### src/rtl/rtc_bank_pkg.sv
package rtc_bank_pkg;
  localparam int DAY_W         = 9;
  localparam int NUM_CLK_REGS  = 5;
  localparam int CLK_IDX_W     = 3;
  localparam logic [7:0] CLK_BASE = 8'h08;

  localparam logic [2:0] RGN_RAM_EN = 3'd0;
  localparam logic [2:0] RGN_ROM    = 3'd1;
  localparam logic [2:0] RGN_SEL    = 3'd2;
  localparam logic [2:0] RGN_LATCH  = 3'd3;

  localparam logic [7:0] CODE_RAM_ON  = 8'h0A;
  localparam logic [7:0] CODE_RAM_OFF = 8'h00;
  localparam logic [7:0] CODE_LATCH   = 8'h01;
  localparam logic [7:0] CODE_ARM     = 8'h00;

  typedef struct packed {
    logic [DAY_W-1:0] day;
    logic [7:0]       hr;
    logic [7:0]       mn;
    logic [7:0]       sec;
  } rtc_time_t;
endpackage

### src/rtl/rtc_wr_decode.sv
module rtc_wr_decode
  import rtc_bank_pkg::*;
#(
  parameter int ROM_W      = 7,
  parameter int RAM_BANK_W = 2
) (
  input  logic                  clk_i,
  input  logic                  rst_ni,
  input  logic                  wr_en_i,
  input  logic [2:0]            wr_region_i,
  input  logic [7:0]            wr_data_i,
  output logic                  ram_en_o,
  output logic [ROM_W-1:0]      rom_bank_o,
  output logic [RAM_BANK_W-1:0] ram_bank_o,
  output logic                  clk_acc_o,
  output logic [CLK_IDX_W-1:0]  clk_idx_o,
  output logic                  latched_o,
  output logic                  capture_o
);
  localparam logic [7:0] RAM_BANKS_B = 8'(2 ** RAM_BANK_W);
  localparam logic [7:0] CLK_END_B   = CLK_BASE + 8'(NUM_CLK_REGS);

  logic                  ram_en_q, clk_acc_q, latched_q;
  logic [ROM_W-1:0]      rom_q;
  logic [RAM_BANK_W-1:0] ram_bank_q;
  logic [CLK_IDX_W-1:0]  idx_q;
  logic [7:0]            clk_off;

  assign clk_off   = wr_data_i - CLK_BASE;
  assign capture_o = wr_en_i && (wr_region_i == RGN_LATCH) &&
                     (wr_data_i == CODE_LATCH) && !latched_q;

  always_ff @(posedge clk_i or negedge rst_ni) begin
    if (!rst_ni) begin
      ram_en_q   <= 1'b0;
      rom_q      <= ROM_W'(1);
      ram_bank_q <= '0;
      clk_acc_q  <= 1'b0;
      idx_q      <= '0;
      latched_q  <= 1'b0;
    end else if (wr_en_i) begin
      case (wr_region_i)
        RGN_RAM_EN: begin
          if (wr_data_i == CODE_RAM_ON)       ram_en_q <= 1'b1;
          else if (wr_data_i == CODE_RAM_OFF) ram_en_q <= 1'b0;
        end
        RGN_ROM: begin
          // bank 0 is not reachable through the switchable window
          if (wr_data_i[ROM_W-1:0] == '0) rom_q <= ROM_W'(1);
          else                            rom_q <= wr_data_i[ROM_W-1:0];
        end
        RGN_SEL: begin
          if (wr_data_i < RAM_BANKS_B) begin
            ram_bank_q <= wr_data_i[RAM_BANK_W-1:0];
            clk_acc_q  <= 1'b0;
          end else if (wr_data_i >= CLK_BASE && wr_data_i < CLK_END_B) begin
            idx_q     <= clk_off[CLK_IDX_W-1:0];
            clk_acc_q <= 1'b1;
          end
        end
        RGN_LATCH: begin
          if (latched_q && wr_data_i == CODE_ARM)         latched_q <= 1'b0;
          else if (!latched_q && wr_data_i == CODE_LATCH) latched_q <= 1'b1;
        end
        default: ;
      endcase
    end
  end

  assign ram_en_o   = ram_en_q;
  assign rom_bank_o = rom_q;
  assign ram_bank_o = ram_bank_q;
  assign clk_acc_o  = clk_acc_q;
  assign clk_idx_o  = idx_q;
  assign latched_o  = latched_q;

  AST_ROM_NONZERO: assert property (@(posedge clk_i) disable iff (!rst_ni)
    rom_q != '0);
  AST_IDX_RANGE: assert property (@(posedge clk_i) disable iff (!rst_ni)
    idx_q < CLK_IDX_W'(NUM_CLK_REGS));
  AST_RAM_EN_SRC: assert property (@(posedge clk_i) disable iff (!rst_ni)
    !$stable(ram_en_q) |-> $past(wr_en_i && wr_region_i == RGN_RAM_EN));
  AST_LATCH_SRC: assert property (@(posedge clk_i) disable iff (!rst_ni)
    $rose(latched_q) |-> $past(wr_en_i && wr_region_i == RGN_LATCH && wr_data_i == CODE_LATCH));
  AST_HIGH_RGN_QUIET: assert property (@(posedge clk_i) disable iff (!rst_ni)
    (wr_en_i && wr_region_i[2]) |=> $stable({ram_en_q, rom_q, ram_bank_q, clk_acc_q, idx_q, latched_q}));
endmodule

### src/rtl/rtc_time_counter.sv
module rtc_time_counter
  import rtc_bank_pkg::*;
#(
  parameter int SECS_PER_MIN  = 60,
  parameter int MINS_PER_HOUR = 60,
  parameter int HOURS_PER_DAY = 24
) (
  input  logic      clk_i,
  input  logic      rst_ni,
  input  logic      tick_i,
  output rtc_time_t time_o
);
  localparam logic [7:0] SEC_LAST = 8'(SECS_PER_MIN - 1);
  localparam logic [7:0] MIN_LAST = 8'(MINS_PER_HOUR - 1);
  localparam logic [7:0] HR_LAST  = 8'(HOURS_PER_DAY - 1);

  rtc_time_t t_q;

  always_ff @(posedge clk_i or negedge rst_ni) begin
    if (!rst_ni) begin
      t_q <= '0;
    end else if (tick_i) begin
      if (t_q.sec != SEC_LAST) begin
        t_q.sec <= t_q.sec + 8'd1;
      end else begin
        t_q.sec <= '0;
        if (t_q.mn != MIN_LAST) begin
          t_q.mn <= t_q.mn + 8'd1;
        end else begin
          t_q.mn <= '0;
          if (t_q.hr != HR_LAST) begin
            t_q.hr <= t_q.hr + 8'd1;
          end else begin
            t_q.hr  <= '0;
            t_q.day <= t_q.day + DAY_W'(1); // wraps naturally at 2**DAY_W
          end
        end
      end
    end
  end

  assign time_o = t_q;

  AST_SEC_RANGE: assert property (@(posedge clk_i) disable iff (!rst_ni)
    t_q.sec <= SEC_LAST && t_q.mn <= MIN_LAST && t_q.hr <= HR_LAST);
  AST_SEC_WRAP: assert property (@(posedge clk_i) disable iff (!rst_ni)
    (tick_i && t_q.sec == SEC_LAST) |=> t_q.sec == '0);
  AST_NO_TICK_HOLD: assert property (@(posedge clk_i) disable iff (!rst_ni)
    !tick_i |=> $stable(t_q));
endmodule

### src/rtl/rtc_latch_regs.sv
module rtc_latch_regs
  import rtc_bank_pkg::*;
(
  input  logic                 clk_i,
  input  logic                 rst_ni,
  input  logic                 capture_i,
  input  rtc_time_t            time_i,
  input  logic [CLK_IDX_W-1:0] idx_i,
  output logic [7:0]           val_o
);
  logic [NUM_CLK_REGS-1:0][7:0] lat_q;
  logic [NUM_CLK_REGS-1:0][7:0] snap;

  assign snap[0] = time_i.sec;
  assign snap[1] = time_i.mn;
  assign snap[2] = time_i.hr;
  assign snap[3] = time_i.day[7:0];
  // upper nibble is preserved across a latch, day bit 8 lands in bit 0
  assign snap[4] = {lat_q[4][7:4], 3'b000, time_i.day[DAY_W-1]};

  always_ff @(posedge clk_i or negedge rst_ni) begin
    if (!rst_ni)        lat_q <= '0;
    else if (capture_i) lat_q <= snap;
  end

  assign val_o = (idx_i < CLK_IDX_W'(NUM_CLK_REGS)) ? lat_q[idx_i] : 8'hFF;

  AST_LATCH_HOLD: assert property (@(posedge clk_i) disable iff (!rst_ni)
    !capture_i |=> $stable(lat_q));
  AST_UPPER_KEEP: assert property (@(posedge clk_i) disable iff (!rst_ni)
    capture_i |=> lat_q[4][7:1] == {$past(lat_q[4][7:4]), 3'b000});
endmodule

### src/rtl/rtc_bank_ctrl.sv
module rtc_bank_ctrl
  import rtc_bank_pkg::*;
#(
  parameter int SECS_PER_MIN  = 60,
  parameter int MINS_PER_HOUR = 60,
  parameter int HOURS_PER_DAY = 24
) (
  input  logic       clk_i,
  input  logic       rst_ni,
  input  logic       wr_en_i,
  input  logic [2:0] wr_region_i,
  input  logic [7:0] wr_data_i,
  input  logic       sec_tick_i,
  output logic       ram_en_o,
  output logic [6:0] rom_bank_o,
  output logic [1:0] ram_bank_o,
  output logic       clk_acc_o,
  output logic [2:0] clk_idx_o,
  output logic       latched_o,
  output logic [7:0] clk_val_o,
  output logic [7:0] rd_data_o
);
  rtc_time_t live_time;
  logic      capture;

  rtc_wr_decode #(.ROM_W(7), .RAM_BANK_W(2)) u_dec (
    .clk_i, .rst_ni, .wr_en_i, .wr_region_i, .wr_data_i,
    .ram_en_o, .rom_bank_o, .ram_bank_o, .clk_acc_o, .clk_idx_o,
    .latched_o, .capture_o(capture)
  );

  rtc_time_counter #(
    .SECS_PER_MIN(SECS_PER_MIN), .MINS_PER_HOUR(MINS_PER_HOUR),
    .HOURS_PER_DAY(HOURS_PER_DAY)
  ) u_cnt (
    .clk_i, .rst_ni, .tick_i(sec_tick_i), .time_o(live_time)
  );

  rtc_latch_regs u_lat (
    .clk_i, .rst_ni, .capture_i(capture), .time_i(live_time),
    .idx_i(clk_idx_o), .val_o(clk_val_o)
  );

  assign rd_data_o = (ram_en_o && clk_acc_o) ? clk_val_o : 8'hFF;
endmodule

### config.mk
export PLATFORM = sky130hd
export DESIGN_NAME = rtc_bank_ctrl
export DESIGN_NICKNAME = d
export VERILOG_FILES = /design/src/rtl/rtc_bank_pkg.sv /design/src/rtl/rtc_wr_decode.sv /design/src/rtl/rtc_time_counter.sv /design/src/rtl/rtc_latch_regs.sv /design/src/rtl/rtc_bank_ctrl.sv
export SDC_FILE = /design/constraint.sdc
export NUM_CORES = 1
export LEC_CHECK = 0
export BUFFER_PORTS_ARGS = -buffer_cell sky130_fd_sc_hd__buf_4
export CELL_PAD_IN_SITES_DETAIL_PLACEMENT = 0
export CELL_PAD_IN_SITES_GLOBAL_PLACEMENT = 1
export CORE_ASPECT_RATIO = 1.5
export CORE_MARGIN = 2
export CORE_UTILIZATION = 43
export CTS_CLUSTER_SIZE = 24
export DETAILED_ROUTE_END_ITERATION = 8
export MAX_ROUTING_LAYER = met4
export PLACE_DENSITY = 0.72
export SKIP_CTS_REPAIR_TIMING = 1
export SYNTH_ARGS = -nofsm -noshare
export SYNTH_HDL_FRONTEND = slang
export SYNTH_SLANG_ARGS = --single-unit
### constraint.sdc
create_clock -name clk_i -period 1.8 [get_ports clk_i]
set_input_delay 0.36 -clock clk_i [delete_from_list [all_inputs] [get_ports clk_i]]
set_output_delay 0.36 -clock clk_i [all_outputs]
set_load 0.02 [all_outputs]
==> results of run 1 <==
==> worst max-delay path by stage <==
stage	to	slack, ns
floorplan	rd_data_o[2]	-0.06
global placement	u_lat.lat_q[20]$_DFFE_PN0P_	-0.08
detailed placement	u_lat.lat_q[21]$_DFFE_PN0P_	-0.1
CTS	rd_data_o[0]	-0.43
global route	rd_data_o[5]	-0.49
finish	rd_data_o[3]	-0.45
==> worst max-delay path: stages (launching register included) <==
cell and delay (ns):
sky130_fd_sc_hd__dfrtp_2 0.41, sky130_fd_sc_hd__buf_2 0.16, sky130_fd_sc_hd__mux2_4 0.29, sky130_fd_sc_hd__o22a_1 0.17
sky130_fd_sc_hd__o22a_2 0.24, sky130_fd_sc_hd__nand2b_4 0.13, sky130_fd_sc_hd__buf_4 0.15
==> cell families (layout without fill, tap and decap cells) <==
| logic type | count (synthesis) | count (layout) |
|---|---|---|
| and+or+nand+nor | 113 | 113 |
| muxes | 53 | 53 |
| buffers and inverters | 20 | 115 |
| DFF | 81 | 81 |
| adders and majority gates | 4 | 4 |
| xor gates and xnor gates | 18 | 18 |
| AOI/OAI and AO/OA | 51 | 51 |
==> cell usage after synthesis (all sizes together) (2+ instances only) <==
cell type	n
mux2	52
and4	3
nor4	6
a21o	2
nand2	19
nand3	14
dfrtp	80
a21oi	9
a22o	2
nor2	19
o21ai	10
nand4	11
and2	4
nor3b	2
nor2b	3
buf	4
ha	4
nand2b	12
nor4b	2
a41oi	2
clkbuf	12
or3	2
xor2	11
and3	2
o22a	12
inv	4
o21a	7
nor3	9
o22ai	2
xnor2	7
a31oi	2
==> layer usage <==
metal,part of all wire [%],vias to the layer above,track usage (%)
met5,0,-,-
met4,2.2,0,9.78
met3,3.5,14,3.34
met2,50,56,31.3
met1,44,1498,23.4
li1,-,1425,-
==> power by group through the flow <==
stage	Sequential (mW)	Clock (mW)	Combinational [mW]
final	2.01	1.61	0.823
after global routing	2.03	1.73	0.900
after CTS	2.00	1.67	0.779
after detailed placement	2.03	0	0.775
after global placement	2.03	0	0.769
after floorplan	2.09	0	0.338
==> flip-flops by register name, summed over array words and instances (netlist names) <==
signal	flops
u_dec.ram_bank_o	2
u_lat.lat_q	33
u_dec.rom_bank_o	7
u_dec.ram_en_o	1
u_dec.latched_o	1
u_cnt.time_o	33
u_dec.clk_idx_o	3
u_dec.clk_acc_o	1
==> stage by stage <==
step	hold WS [ns]	cells	setup TNS, ns	util (%)	instance area (sq um)
floorplan	0.0644	340	-1.46	-	4190
global placement	0.336	527	-2.82	53.4	4940
detailed placement	0.338	527	-3.31	53.4	4940
CTS	-0.0214	543	-6.03	56.1	5190
global route	0.00907	547	-6.33	58.4	5400
finish	-0.0271	547	-5.39	58.4	5400
==> final cells by class <==
type / count / share of cell area [%]
Clock buffer: 12 / 4.38
Timing Repair Buffer: 95 / 14.6
Inverter: 4 / 0.278
Multi-Input combinational cell: 239 / 40.2
Clock inverter: 4 / 0.370
Tap cell: 112 / 2.59
Sequential cell: 81 / 37.6
==> cell usage in the layout, fill, tap and decap left out, drive strengths merged, types with 4 or more instances in the layout <==
cell | synthesis | routed
nor2 | 19 | 19
nand2 | 19 | 19
xnor2 | 7 | 7
a21oi | 9 | 9
inv | 4 | 4
dfrtp | 80 | 80
nor3 | 9 | 9
nand4 | 11 | 11
buf | 4 | 95
xor2 | 11 | 11
clkbuf | 12 | 12
o21a | 7 | 7
ha | 4 | 4
nand2b | 12 | 12
nor4 | 6 | 6
and2 | 4 | 4
nand3 | 14 | 14
clkinv | 0 | 4
o22a | 12 | 12
o21ai | 10 | 10
mux2 | 52 | 52
==> run_results.csv, run 1 <==
group,metric,value,unit
sta,max_slew_margin,69.9,%
cts,cts_made_buffers,9,
sta,hold_viol,30,
global_route,vias_in_the_first_global_route,2950,
detailed_routing,detailedRoute.firstPassIterationCount,5,
power_and_ir_drop,p_leak,2.64,nW
power_and_ir_drop,cellInternalPower,3.27,mW
die,fp.coreArea,0.00925,sq mm
global_route,grt_util_all_layers,19.3,%
synth,yosys-mux-area-fraction,17.7,%
sta,worst_clock_skew,0.00618,ns
synth,yosys.area.top_type,"sky130_fd_sc_hd__dfrtp_1",
critical_path,worst_r2r_path_depth,7,
critical_path,endpoint_class_of_the_critical_path,"primary output",
layout,multi_input_area,0.00217,sq mm
layout,drive_gt1_share,47.6,%
critical_path,timing.critical_path.fanout_max,4,
cts,cts_num_sinks,81,
status,violations,"negative hold slack, negative setup slack",
sta,max_slew.worst_pin.slew,0.451,ns
sta,grt_setup_unrepaired,"yes",
global_route,maximum_number_of_pins_on_one_net_before_global_route_repair,36,
detailed_routing,detail_route.wirelength,9.11,mm
synth,synth.distinct_cells,49,
worst_hold_path,class_of_the_most_critical_hold_timing_path,"primary input to async pin",
die,die_x,83.6,microns
layout,layout-area-overhead-vs-synth,32.4,%
synth,area_of_the_mapped_netlist,0.00408,sq mm
cts,cts_max_level,3,
synth,synth_seq_area_share,49.7,%
layout,n_antenna_cell,0,
critical_path,crit-reg2reg-capture,"u_cnt.time_o[19]$_DFFE_PN0P_",
synth,synth_enable_flop_cells,0,
synth,async_reset_ff_share,100,%
cts,cts_tree,"done",
sta,fmax,0.444,GHz
place,detailed_place_hpwl,6.60,mm
power_and_ir_drop,switching_share,26.5,%
detailed_routing,routed_wire_length_per_instance,16.7,microns
place,io_buffer_count,45,
critical_path,worstReg2RegStart,"u_cnt.time_o[0]$_DFFE_PN0P_",
power_and_ir_drop,total_power,4.45,mW
global_route,grt_pass1_wl,15.0,mm
synth,yosys_warnings,0,
power_and_ir_drop,cellPowerDensity,823,mW/mm^2
layout,fillCellCount,773,
power_and_ir_drop,peakVddDrop,577,uV
critical_path,critical_path.startpoint_type,"flip-flop",
synth,synth_compound_area_share,8.70,%
power_and_ir_drop,comb_power_share,18.5,%
critical_path,critical_path.startpoint,"u_dec.clk_idx_o[0]$_DFFE_PN0P_",
power_and_ir_drop,p_seq_share,45.2,%
synth,adder_cell_fraction_of_synth_area,1.23,%
sta,hold-worst-slack,-0.0271,ns
detailed_routing,drt_first_iter_violations,157,
critical_path,critPathRequiredTime,1.44,ns
synth,post_synthesis_average_cell_area,12.0,sq um
synth,synth_top_area_share,49.0,%
power_and_ir_drop,p_switching,1.18,mW
sta,finalCriticalPeriod,2.25,ns
die,pin_count,46,
layout,ff_latch_area,0.00203,sq mm
place,post-place-ws,-0.0968,ns
sta,fin_crit_sh,125,%
cts,worst_setup_hold_path_clk_slew,0.06,ns
synth,synth-seq-cells,81,
cts,cts_buffer_depth,2,
synth,synth_xor_area_share,3.86,%
synth,synth_cells,340,
detailed_routing,route.detailed.drc,0,
power_and_ir_drop,power.clock.fraction,36.3,%
critical_path,critical_path_class,"flip-flop to primary output",
cts,clk_latency,0.34,ns
die,effective_utilization_at_floorplan,44.1,%
status,outcome,"complete, but fails checks",
place,gp_congestion,0.836,
layout,nets,449,
die,standard_cell_row_count,43,
global_route,grt_overflow_total,0,
detailed_routing,vias_per_cell,5.47,
synth,synth_flop_cell,"sky130_fd_sc_hd__dfrtp_1",
synth,postSynthNetCount,359,
synth,yosys.area_share.simple,16.5,%
critical_path,cp.arrival,1.89,ns
detailed_routing,antenna_left,0,
detailed_routing,via_total_after_detailed_routing,2993,
sta,setup_violations,16,
sta,final_max_slew_viol_count,0,
critical_path,ff2ff_setup_slack,0.01,ns
flow_run,max_cap_viol_count,0,
sta,setup_ws,-0.451,ns
global_route,number_of_antenna_violations_at_the_first_check_in_global_routing,0,
die,floorplan.die_area,0.0103,sq mm
die,floorplan.die.height,123,microns
synth,synth_top_family_by_area,"multiplexers",
synth,synth.area.top_cells,"sky130_fd_sc_hd__dfrtp_1 (49%), sky130_fd_sc_hd__mux2_4 (11%), sky130_fd_sc_hd__mux2_2 (6.1%), sky130_fd_sc_hd__o22a_1 (2.6%), sky130_fd_sc_hd__xor2_1 (2.4%)",
cts,clock-root-buffer,"sky130_fd_sc_hd__clkbuf_16",
No activity file was read; power rests on OpenSTA's default activity.
==> inputs of run 2 (changes only) <==
--- a/config.mk
+++ b/config.mk
@@ -5,10 +5,9 @@
 export SDC_FILE = /design/constraint.sdc
 export NUM_CORES = 1
 export LEC_CHECK = 0
-export BUFFER_PORTS_ARGS = -buffer_cell sky130_fd_sc_hd__buf_4
+export BUFFER_PORTS_ARGS = -buffer_cell sky130_fd_sc_hd__buf_2
 export CELL_PAD_IN_SITES_DETAIL_PLACEMENT = 0
 export CELL_PAD_IN_SITES_GLOBAL_PLACEMENT = 1
-export CORE_ASPECT_RATIO = 1.5
 export CORE_MARGIN = 2
 export CORE_UTILIZATION = 43
 export CTS_CLUSTER_SIZE = 24
==> run_results.csv, run 2 (synthesis gave the netlist of run 1 again) <==
group,metric,value,unit
critical_path,crit-reg2reg-capture,"u_cnt.time_o[30]$_DFFE_PN0P_",
layout,leading_cell_type_in_the_layout_fill_and_taps_excluded,"sky130_fd_sc_hd__dfrtp_1",
place,postPlaceCellArea,0.00489,sq mm
global_route,number_of_antenna_violations_at_the_first_check_in_global_routing,0,
detailed_routing,vias_per_cell,5.31,
detailed_routing,routed_wire_length_per_instance,16.5,microns
status,violations,"negative setup slack",
global_route,grt_pass1_wl,15.1,mm
power_and_ir_drop,cellPowerDensity,777,mW/mm^2
layout,layout-area-overhead-vs-synth,34.1,%
sta,worst_clock_skew,0.0114,ns
sta,fin_crit_sh,126,%
detailed_routing,via_total_after_detailed_routing,3040,
status,outcome,"complete, but fails checks",
layout,n_antenna_cell,0,
power_and_ir_drop,peakVddDrop,413,uV
cts,cts_num_sinks,81,
critical_path,critical_path.startpoint_type,"flip-flop",
layout,nets,458,
sta,grt_setup_unrepaired,"yes",
cts,cts_made_buffers,9,
global_route,vias_in_the_first_global_route,2908,
critical_path,cp_top_family,"flip-flops",
cts,cts_tree,"done",
place,post-place-ws,-0.102,ns
sta,setup_violations,16,
global_route,maximum_number_of_pins_on_one_net_before_global_route_repair,82,
die,floorplan.die.height,101,microns
layout,post-route-cell-area,0.00548,sq mm
die,fp.coreArea,0.00924,sq mm
global_route,grt_overflow_total,0,
detailed_routing,detailedRoute.firstPassIterationCount,4,
cts,clk_latency,0.36,ns
critical_path,cp.arrival,1.90,ns
layout,fillCellCount,734,
sta,final_max_slew_viol_count,0,
place,io_buffer_count,45,
critical_path,worstReg2RegStart,"u_cnt.time_o[1]$_DFFE_PN0P_",
critical_path,critical-path-max-stage-delay,0.43,ns
detailed_routing,detail_route.wirelength,9.48,mm
critical_path,timing.critical_path.fanout_max,3,
critical_path,critical_path_class,"flip-flop to primary output",
place,numPlacedInstances,549,
die,pin_count,46,
die,standard_cell_row_count,35,
sta,hold_viol,0,
worst_hold_path,class_of_the_most_critical_hold_timing_path,"primary input to async pin",
cts,worst_setup_hold_path_clk_slew,0.08,ns
cts,cts_max_level,3,
detailed_routing,antenna_left,0,
layout,post_layout_nonfiller_instances,573,
die,die_x,101,microns
critical_path,critical_path.slowest_cell,"sky130_fd_sc_hd__dfrtp_2",
layout,fin_util,59.3,%
detailed_routing,route.detailed.drc,0,
sta,finalCriticalPeriod,2.26,ns
critical_path,critical_path.startpoint,"u_dec.clk_idx_o[0]$_DFFE_PN0P_",
critical_path,critPathCapture,"rd_data_o[4]",
layout,most-common-layout-cells,"sky130_fd_sc_hd__dfrtp_1 (78), sky130_fd_sc_hd__buf_4 (51), sky130_fd_sc_hd__mux2_4 (38)",
critical_path,worstPathBufferInverterCount,2,
critical_path,ff2ff_setup_slack,0.02,ns
critical_path,critPathRequiredTime,1.44,ns
place,detailed_place_hpwl,6.59,mm
sta,fmax,0.442,GHz
critical_path,endpoint_class_of_the_critical_path,"primary output",
critical_path,worst_r2r_path_depth,8,
sta,setup_ws,-0.462,ns
power_and_ir_drop,p_leak,2.76,nW
flow_run,max_cap_viol_count,0,
critical_path,path_cells,"buf_4, mux2_4, o22a_1, o22a_2, nand2b_4, buf_6",
die,floorplan.die_area,0.0103,sq mm
critical_path,cp_num_cells,6,
sta,final.setup.tns,-5.90,ns
sta,max_slew.worst_pin.slew,0.714,ns
sta,max_slew_margin,52.4,%
global_route,grt_util_all_layers,19.6,%
die,effective_utilization_at_floorplan,44.2,%
detailed_routing,drt_first_iter_violations,121,
cts,cts_buffer_depth,2,
cts,clock-root-buffer,"sky130_fd_sc_hd__clkbuf_8",
place,gp_congestion,0.807,
layout,drive_gt1_share,49.3,%
[run 2: cell types whose count changed in the layout (fill, tap and decap cells not counted), sizes merged]
cell / before / now
clkinvlp: 0 / 1
buf: 95 / 104
clkbuf: 12 / 10
bufinv: 0 / 2
clkinv: 4 / 3
[run 2: how the worst min path moves through the flow]
stage	end	cells after the start	slack [ns]	start
2_1_floorplan	u_cnt.time_o[0]$_DFFE_PN0P_	0	0.06	rst_ni
3_3_place_gp	u_dec.ram_bank_o[1]$_DFFE_PN0P_	2	0.42	rst_ni
5_1_grt	u_dec.rom_bank_o[1]$_DFFE_PN0P_	2	0.03	rst_ni
6_report	u_dec.ram_bank_o[1]$_DFFE_PN0P_	2	0.002	rst_ni
3_5_place_dp	u_dec.rom_bank_o[3]$_DFFE_PN0P_	2	0.42	rst_ni
4_1_cts	u_lat.lat_q[21]$_DFFE_PN0P_	2	0.04	rst_ni
[run 2: layout make-up]
type	count	area [sq um]	area share (%)
inverters	4	15.0	0.274
well taps	129	161	2.95
clock inverters	6	82.6	1.51
repair buffers	104	803	14.7
flip-flops and latches	81	2030	37.1
multi-input cells	239	2250	41.2
clock buffers	10	128	2.33
[run 2: per-stage QoR]
stage               total power [mW]  hold slack (ns)
detailed placement              2.78            0.422
CTS                             4.23           0.0377
floorplan                       2.43           0.0644
global route                    4.47           0.0333
finish                          4.25          0.00223
global placement                2.76            0.419
[run 2: routing by layer]
metal  part of all wire (%)  global-route usage, %  wire length [microns]  vias up
li1                       -                      -                      -     1452
met1                     49                   28.5                   4680     1513
met2                     46                   28.0                   4370       65
met3                    3.7                   5.04                    348       10
met4                   0.83                   3.74                     79        0
met5                      0                      -                      0        -
[run 2: power breakdown]
| part | leakage [nW] | switching (mW) | internal [mW] |
|---|---|---|---|
| combinational | 1.56 | 0.424 | 0.396 |
| clock | 0.106 | 0.656 | 0.774 |
| sequential | 1.10 | 0.0740 | 1.93 |
| total | 2.76 | 1.15 | 3.10 |
==> inputs of run 3 (changes only) <==
--- a/config.mk
+++ b/config.mk
@@ -12,8 +12,7 @@
 export CORE_UTILIZATION = 43
 export CTS_CLUSTER_SIZE = 24
 export DETAILED_ROUTE_END_ITERATION = 8
-export MAX_ROUTING_LAYER = met4
-export PLACE_DENSITY = 0.72
+export PLACE_DENSITY_LB_ADDON = 0.1
 export SKIP_CTS_REPAIR_TIMING = 1
 export SYNTH_ARGS = -nofsm -noshare
 export SYNTH_HDL_FRONTEND = slang
==> run_results.csv, run 3 (synthesis gave the netlist of run 1 again) <==
group,metric,value,unit
detailed_routing,route.detailed.drc,0,
layout,fin_util,59.4,%
sta,setup_violations,17,
global_route,maximum_number_of_pins_on_one_net_before_global_route_repair,38,
cts,cts_made_buffers,9,
status,outcome,"complete, but fails checks",
layout,fillCellCount,761,
die,floorplan.die.height,101,microns
sta,hold-worst-slack,-0.0272,ns
global_route,global_route.peak_usage_layer,"met1",
detailed_routing,antenna_left,0,
global_route,global_route.usage.met2,27.5,%
critical_path,cp_top_family,"compound AO/OA/AOI/OAI gates",
layout,n_antenna_cell,0,
critical_path,critical_path.startpoint,"u_dec.clk_idx_o[0]$_DFFE_PN0P_",
die,fp.coreArea,0.00924,sq mm
detailed_routing,vias_per_cell,5.09,
detailed_routing,via_total_after_detailed_routing,2941,
critical_path,timing.critical_path.fanout_max,5,
global_route,grt_util_all_layers,18.9,%
power_and_ir_drop,p_leak,2.77,nW
layout,most-common-layout-cells,"sky130_fd_sc_hd__dfrtp_1 (78), sky130_fd_sc_hd__buf_4 (57), sky130_fd_sc_hd__mux2_4 (38)",
sta,fmax,0.440,GHz
critical_path,path_cells,"buf_6, mux2_4, o22a_1, o22a_2, nand2b_4, buf_6",
critical_path,worstReg2RegStart,"u_cnt.time_o[1]$_DFFE_PN0P_",
die,die_x,101,microns
sta,max_slew_margin,54.4,%
layout,drive_gt1_share,48.8,%
cts,cts_buffer_depth,2,
global_route,grt_overflow_total,0,
critical_path,critical_path.slowest_cell,"sky130_fd_sc_hd__dfrtp_2",
layout,post-route-cell-area,0.00549,sq mm
sta,final_max_slew_viol_count,0,
critical_path,endpoint_class_of_the_critical_path,"primary output",
place,gp_congestion,0.796,
die,floorplan.die_area,0.0103,sq mm
layout,leading_cell_type_in_the_layout_fill_and_taps_excluded,"sky130_fd_sc_hd__dfrtp_1",
layout,layout-area-overhead-vs-synth,34.5,%
cts,clock-root-buffer,"sky130_fd_sc_hd__clkbuf_8",
worst_hold_path,class_of_the_most_critical_hold_timing_path,"primary input to async pin",
place,postPlaceCellArea,0.00489,sq mm
critical_path,ff2ff_setup_slack,-0.05,ns
critical_path,cp.arrival,1.91,ns
place,io_buffer_count,45,
sta,hold_viol,33,
power_and_ir_drop,total_power,4.44,mW
cts,cts_max_level,3,
critical_path,most_used_cell_cp,"sky130_fd_sc_hd__buf_6",
power_and_ir_drop,cellPowerDensity,808,mW/mm^2
sta,grt_setup_unrepaired,"yes",
detailed_routing,detail_route.wirelength,9.48,mm
cts,cts_tree,"done",
critical_path,critPathCapture,"rd_data_o[4]",
cts,cts_num_sinks,81,
die,effective_utilization_at_floorplan,44.2,%
detailed_routing,routed_wire_length_per_instance,16.4,microns
global_route,vias_in_the_first_global_route,2841,
sta,finalCriticalPeriod,2.27,ns
die,standard_cell_row_count,35,
power_and_ir_drop,peakVddDrop,615,uV
detailed_routing,drt_first_iter_violations,96,
critical_path,critical_path_class,"flip-flop to primary output",
flow_run,max_cap_viol_count,0,
sta,fin_crit_sh,126,%
critical_path,critical_path.startpoint_type,"flip-flop",
sta,worst_clock_skew,0.00642,ns
critical_path,critPathRequiredTime,1.44,ns
place,detailed_place_hpwl,6.59,mm
sta,max_slew.worst_pin.slew,0.684,ns
layout,nets,464,
detailed_routing,detailedRoute.firstPassIterationCount,4,
critical_path,worstPathBufferInverterCount,2,
status,violations,"negative hold slack, negative setup slack",
critical_path,worst_r2r_path_depth,7,
global_route,number_of_antenna_violations_at_the_first_check_in_global_routing,0,
global_route,met1_usage,28.2,%
critical_path,crit-reg2reg-capture,"u_cnt.time_o[19]$_DFFE_PN0P_",
die,pin_count,46,
sta,setup_ws,-0.474,ns
critical_path,critical-path-max-stage-delay,0.42,ns
global_route,gr-usage-met3,3.04,%
cts,worst_setup_hold_path_clk_slew,0.08,ns
global_route,grt_pass1_wl,14.9,mm
critical_path,cp_num_cells,6,
cts,clk_latency,0.36,ns
run 3: cell count changes in the layout (fill, tap and decap cells not counted), moves of 2 or more:
cell,delta
sky130_fd_sc_hd__nor2_1,-2
sky130_fd_sc_hd__buf_4,+6
sky130_fd_sc_hd__buf_2,-2
sky130_fd_sc_hd__nor2_2,+2
sky130_fd_sc_hd__clkinv_2,-2
run 3: worst reg2reg max path: stages, from the launching register on:
cell and delay (ns):
sky130_fd_sc_hd__dfrtp_1 0.37, sky130_fd_sc_hd__ha_2 0.20, sky130_fd_sc_hd__nor4b_4 0.18, sky130_fd_sc_hd__buf_4 0.16, sky130_fd_sc_hd__nand4_4 0.13, sky130_fd_sc_hd__buf_8 0.18, sky130_fd_sc_hd__or4_1 0.50, sky130_fd_sc_hd__nand2_1 0.08
run 3: per-stage QoR:
step           worst slack (ns)  instances  setup TNS [ns]  hold WS (ns)
6_report                 -0.474        578           -5.72       -0.0272
5_1_grt                  -0.518        578           -6.96       0.00549
4_1_cts                  -0.514        564           -7.10       -0.0215
3_5_place_dp             -0.112        549           -4.16         0.373
3_3_place_gp            -0.0790        549           -2.88         0.369
2_1_floorplan           -0.0607        340           -1.46        0.0644
run 3: report_power, final:
part | internal [mW] | total [mW] | switching, mW
Sequential | 1.93 | 2.00 | 0.0743
Clock | 0.952 | 1.62 | 0.672
Combinational | 0.399 | 0.813 | 0.414
Total | 3.28 | 4.44 | 1.16
run 3: final cells by class:
type	count	area, sq um	area share (%)
clock buffers	10	138	2.51
inverters	4	15.0	0.273
clock inverters	5	104	1.89
repair buffers	110	872	15.9
well taps	129	161	2.94
multi-input cells	239	2170	39.5
flip-flops and latches	81	2030	37.0
run 3: metal layers:
layer	share of wire (%)	wire, microns	vias up
li1	-	-	1462
met2	45	4250	43
met4	1.7	161	0
met1	51	4850	1425
met5	0	0	-
met3	2.3	221	11
run 3: worst min-delay path by stage:
stage          cells past startpoint  slack (ns)  startpoint                               to
2_1_floorplan                      0        0.06      rst_ni      u_cnt.time_o[0]$_DFFE_PN0P_
3_3_place_gp                       1        0.37      rst_ni  u_dec.ram_bank_o[1]$_DFFE_PN0P_
3_5_place_dp                       1        0.37      rst_ni  u_dec.ram_bank_o[1]$_DFFE_PN0P_
4_1_cts                            1       -0.02      rst_ni  u_dec.rom_bank_o[5]$_DFFE_PN0P_
5_1_grt                            1       0.005      rst_ni  u_dec.ram_bank_o[1]$_DFFE_PN0P_
6_report                           1       -0.03      rst_ni  u_dec.ram_bank_o[1]$_DFFE_PN0P_
